==> src/rtl/cla_pkg.sv <==
package cla_pkg;
   localparam int unsigned GRP_W     = 4;
   localparam int unsigned SEC_GRPS  = 4;
   localparam int unsigned SEC_W     = GRP_W * SEC_GRPS;

   function automatic int unsigned sec_width(input int unsigned total, input int unsigned idx);
      int unsigned left;
      left = total - idx * SEC_W;
      return (left >= SEC_W) ? SEC_W : left;
   endfunction
endpackage

==> src/rtl/cla_lookahead.sv <==
module cla_lookahead (
   input  logic [3:0] gen,
   input  logic [3:0] prop,
   input  logic       ci,
   output logic [3:0] co
);
   always_comb begin
      co[0] = gen[0] | (prop[0] & ci);
      co[1] = gen[1] | (prop[1] & gen[0]) | (prop[1] & prop[0] & ci);
      co[2] = gen[2] | (prop[2] & gen[1]) | (prop[2] & prop[1] & gen[0])
            | (prop[2] & prop[1] & prop[0] & ci);
      co[3] = gen[3] | (prop[3] & gen[2]) | (prop[3] & prop[2] & gen[1])
            | (prop[3] & prop[2] & prop[1] & gen[0])
            | (prop[3] & prop[2] & prop[1] & prop[0] & ci);
   end

   always_comb begin
      if (gen == 4'b0000 && !ci)
         AST_NO_SPURIOUS_CARRY: assert (co == 4'b0000)
            else $error("carry produced with no generate and no carry-in");
   end
endmodule

==> src/rtl/cla_group.sv <==
module cla_group (
   input  logic [3:0] a,
   input  logic [3:0] b,
   input  logic       ci,
   output logic [3:0] s,
   output logic       co,
   output logic       c_in3,
   output logic       grp_g,
   output logic       grp_p
);
   logic [3:0] bit_g;
   logic [3:0] bit_p;
   logic [3:0] bit_c;
   logic [3:0] c_into;

   assign bit_g = a & b;
   assign bit_p = a | b;

   cla_lookahead u_bits (
      .gen  (bit_g),
      .prop (bit_p),
      .ci   (ci),
      .co   (bit_c)
   );

   assign c_into = {bit_c[2:0], ci};
   assign s      = a ^ b ^ c_into;
   assign co     = bit_c[3];
   assign c_in3  = bit_c[2];

   assign grp_p = &bit_p;
   assign grp_g = bit_g[3] | (bit_p[3] & bit_g[2]) | (bit_p[3] & bit_p[2] & bit_g[1])
                | (bit_p[3] & bit_p[2] & bit_p[1] & bit_g[0]);

   always_comb begin
      AST_GROUP_PAIR: assert (co == (grp_g | (grp_p & ci)))
         else $error("group carry-out disagrees with group generate/propagate");
   end
endmodule

==> src/rtl/cla_section.sv <==
module cla_section #(
   parameter int unsigned GROUPS = 4
) (
   input  logic [4*GROUPS-1:0] a,
   input  logic [4*GROUPS-1:0] b,
   input  logic                ci,
   output logic [4*GROUPS-1:0] s,
   output logic                co,
   output logic                c_top
);
   localparam int unsigned W = 4 * GROUPS;

   if (GROUPS < 1 || GROUPS > 4) begin : g_bad_groups
      $error("cla_section: GROUPS must be 1..4");
   end

   logic [3:0]        la_g;
   logic [3:0]        la_p;
   logic [3:0]        la_c;
   logic [GROUPS-1:0] grp_co;
   logic [GROUPS-1:0] grp_c3;
   logic [GROUPS-1:0] grp_ci;

   for (genvar k = 0; k < 4; k++) begin : g_slot
      if (k < GROUPS) begin : g_real
         assign grp_ci[k] = (k == 0) ? ci : la_c[(k == 0) ? 0 : k-1];

         cla_group u_grp (
            .a     (a[4*k +: 4]),
            .b     (b[4*k +: 4]),
            .ci    (grp_ci[k]),
            .s     (s[4*k +: 4]),
            .co    (grp_co[k]),
            .c_in3 (grp_c3[k]),
            .grp_g (la_g[k]),
            .grp_p (la_p[k])
         );

         always_comb begin
            AST_GROUP_VS_LOOKAHEAD: assert (grp_co[k] == la_c[k])
               else $error("group %0d carry differs from second-level carry", k);
            AST_TOP_BIT_CARRY: assert (grp_co[k] == ((a[4*k+3] & b[4*k+3])
                                       | ((a[4*k+3] | b[4*k+3]) & grp_c3[k])))
               else $error("group %0d carry into bit 3 inconsistent", k);
         end
      end else begin : g_pad
         assign la_g[k] = 1'b0;
         assign la_p[k] = 1'b1;

         always_comb begin
            AST_PAD_PASS: assert (la_c[k] == la_c[k-1])
               else $error("padded slot %0d altered the carry", k);
         end
      end
   end

   cla_lookahead u_gen (
      .gen  (la_g),
      .prop (la_p),
      .ci   (ci),
      .co   (la_c)
   );

   assign co    = la_c[3];
   assign c_top = grp_c3[GROUPS-1];

   always_comb begin
      AST_SECTION_SUM: assert ({co, s} == ({1'b0, a} + {1'b0, b} + {{W{1'b0}}, ci}))
         else $error("section sum wrong");
   end
endmodule

==> src/rtl/cla_adder.sv <==
module cla_adder #(
   parameter int unsigned N = 32
) (
   input  logic [N-1:0] x,
   input  logic [N-1:0] y,
   input  logic         cin,
   output logic [N-1:0] sum,
   output logic         cout,
   output logic         c_msb
);
   import cla_pkg::*;

   localparam int unsigned NSEC = (N + SEC_W - 1) / SEC_W;

   if (N < GRP_W || (N % GRP_W) != 0) begin : g_bad_width
      $error("cla_adder: N must be a positive multiple of 4");
   end

   logic [NSEC:0]   sec_c;
   logic [NSEC-1:0] sec_top;

   assign sec_c[0] = cin;

   for (genvar s = 0; s < NSEC; s++) begin : g_sec
      localparam int unsigned SW   = sec_width(N, s);
      localparam int unsigned LO   = s * SEC_W;
      localparam int unsigned TOPB = LO + SW - 1;

      cla_section #(.GROUPS(SW / GRP_W)) u_sec (
         .a     (x[LO +: SW]),
         .b     (y[LO +: SW]),
         .ci    (sec_c[s]),
         .s     (sum[LO +: SW]),
         .co    (sec_c[s+1]),
         .c_top (sec_top[s])
      );

      always_comb begin
         AST_SECTION_TOP: assert (sec_top[s] == (x[TOPB] ^ y[TOPB] ^ sum[TOPB]))
            else $error("section %0d top-bit carry wrong", s);
      end
   end

   assign cout  = sec_c[NSEC];
   assign c_msb = sec_top[NSEC-1];

   always_comb begin
      AST_EXACT_SUM: assert ({cout, sum} == ({1'b0, x} + {1'b0, y} + {{N{1'b0}}, cin}))
         else $error("adder result wrong");
      AST_CARRY_OUT: assert (cout == ((x[N-1] & y[N-1]) | ((x[N-1] | y[N-1]) & c_msb)))
         else $error("carry-out inconsistent with sign-bit carry");
   end
endmodule

==> config.mk <==
export PLATFORM = sky130hd
export DESIGN_NAME = cla_adder
export DESIGN_NICKNAME = d
export VERILOG_FILES = /design/src/rtl/cla_pkg.sv /design/src/rtl/cla_lookahead.sv /design/src/rtl/cla_group.sv /design/src/rtl/cla_section.sv /design/src/rtl/cla_adder.sv
export SDC_FILE = /design/constraint.sdc
export NUM_CORES = 1
export LEC_CHECK = 0
export ABC_CLOCK_PERIOD_IN_PS = 6130
export BUFFER_PORTS_ARGS = -buffer_cell sky130_fd_sc_hd__buf_2
export CAP_MARGIN = 0
export CORE_MARGIN = 8
export CORE_UTILIZATION = 45
export DETAILED_ROUTE_END_ITERATION = 8
export GPL_ROUTABILITY_DRIVEN = 0
export GPL_TIMING_DRIVEN = 0
export PLACE_DENSITY = 0.84
export SYNTH_ARGS = -nofsm -noshare
export SYNTH_HDL_FRONTEND = slang
export SYNTH_SLANG_ARGS = --single-unit
==> constraint.sdc <==
create_clock -name vclk -period 6.13
set_input_delay 0.613 -clock vclk [all_inputs]
set_output_delay 0.613 -clock vclk [all_outputs]
set_load 0.1 [all_outputs]
==> metrics.yaml <==
outcome: "completed"
grt_pass1_vias: 2146
post-cts-setup-buffer-count: 0
dpl_cell_area_um2: 2709
netlist_top_cells_count: "inv_1 (90), ha_1 (64), a21oi_1 (18)"
finalCriticalPeriod_ps: 4045
initial_utilization_pct: 46.04
crit_arrival_ps: 3430
critPathMaxFanout: 4
rsz0062_at_grt: "false"
max_freq_mhz: 247.2
drv_cap: 0
drt_first_pass_iters: 4
ir_worst_vdd_v: 0.0001841
diodes: 0
register_area_um2: 0
drt_iter0_markers: 41
cp-end-kind: "output port"
worst-path-buf-inv: 3
required_ps: 5520
ioPinCount: 99
drt-total-wl_mm: 5.106
fillers: 432
ant_nets: 0
dp_hpwl_mm: 4.808
synthDistinctLibCells: 41
fin_util_pct: 58.12
core_um2: 4661
vias: 2096
die_w_um: 85.06
setup.worst_path.end: "sum[21]"
setup_viol: 0
cp-startpoint: "y[2]"
synthCells: 282
die_h_um: 85.06
nNetsFinal: 520
leakagePower_nw: 1.661
critical_path_class: "in2out"
synth_warnings: 0
yosysMostFrequentCell: "inv_1"
grt-ovfl-total: 0
worst_slew_pin_slew_ps: 509.3
cts_resized: 0
syn_nets: 419
drc: 0
period_share_pct: 65.99
finalInstanceArea_um2: 2709
routedWlPerCell_um: 11.74
fin_tns_setup_ps: 0
synth_top_area_share_pct: 37.32
cp-start-kind: "primary input"
holdBufCountCts: 0
numPortBuffers: 99
grt_usage_pct: 13.57
syn_area_per_cell_um2: 7.609
synthToLayoutAreaGrowth_pct: 26.24
worstHoldPathType: "in2out"
cp_cell_sequence: "buf_2, inv_1, ha_1, nor3b_1, nor3_2, o41ai_4, a32oi_1, nand2_1, a21boi_1, o21bai_1, a21o_1, fa_1, xor2_1, buf_2"
slew_headroom_pct: 66.28
cpMostUsedCell: "buf_2"
hold_viol: 0
nClkBuffers: 0
drive_gt1_share_pct: 28.61
viasPerCell: 4.818
fin_hold_ws_ps: 1845
seq_area_frac_synth_pct: 0
finalMaxSlewViolations: 0
post-layout-total-power_mw: 0.5899
critPathSlowestCell: "buf_2"
grt_max_degree: 7
core.rowCount: 25
grt_pass1_wl_mm: 8.694
n_sequential_cell: 0
slowest_delay_ps: 440
power_per_cell_area_nw_per_um2: 217.8
antenna_found_initial: 0
die_area_um2: 7234
cp.depth: 14
synthTopCellsByArea: "ha_1 (37%), inv_1 (16%), fa_1 (7.5%), xor2_1 (5.7%), a21oi_1 (4.2%)"
multiInputGateArea_um2: 1808
synth_area_um2: 2146
yosysTopAreaCell: "ha_1"
critical-path-top-delay-family: "compound AO/OA/AOI/OAI gates"
where the power goes:
| part | switching (mW) | internal [mW] | total (mW) | leakage (nW) |
|---|---|---|---|---|
| clock network | 0 | 0 | 0 | 0 |
| registers | 0 | 0 | 0 | 0 |
| logic | 0.475 | 0.115 | 0.590 | 1.66 |
| total | 0.475 | 0.115 | 0.590 | 1.66 |
how the worst min path moves through the flow:
| stage | startpoint | slack, ps | depth (start not counted) | end |
|---|---|---|---|---|
| CTS | x[10] | 1850 | 5 | sum[10] |
| global placement | x[17] | 1840 | 5 | sum[17] |
| detailed placement | x[10] | 1850 | 5 | sum[10] |
| finish | x[13] | 1840 | 5 | sum[13] |
| floorplan | cin | 1770 | 3 | sum[0] |
| global route | cin | 1870 | 5 | sum[0] |
layout by cell type (no fill, tap or decap), drive strengths merged, types with 2 or more instances in the layout:
cell type,instances
buf,99
inv,90
ha,64
a21oi,18
nor2,14
xor2,14
fa,8
xnor2,7
o31ai,6
nor3,6
o21ai,6
o21bai,5
nor4,5
or3,4
nand2b,4
nand2,3
nor3b,3
nor2b,2
a211oi,2
o21ba,2
a21boi,2
a21o,2
nand3b,2
logic make-up after synthesis:
logic type | synth area share, %
compound gates | 17.43
fa+ha+maj | 44.78
simple gates | 13.47
buf+inv | 15.74
xor+xnor | 8.572
metal layers:
layer | part of all wire [%] | vias to the layer above | GRT usage (%)
met5 | 0 | - | 0
met3 | 8.8 | 2 | 3.861
met1 | 41 | 935 | 13.88
li1 | - | 1091 | -
met2 | 50 | 68 | 27.34
met4 | 0.33 | 0 | 0.4854
through the flow:
| stage | worst slack, ps | cells |
|---|---|---|
| after CTS | 2039 | 435 |
| after global routing | 1809 | 435 |
| after global placement | 2079 | 435 |
| final | 2085 | 435 |
| after floorplan | 1586 | 282 |
| after detailed placement | 2041 | 435 |
final cells by class:
cell class,instances,share of cell area [%]
Multi-Input combinational cell,192,66.74
Timing Repair Buffer,99,18.29
Inverter,90,12.47
Tap cell,54,2.494
(Power assumes the default switching activity.)
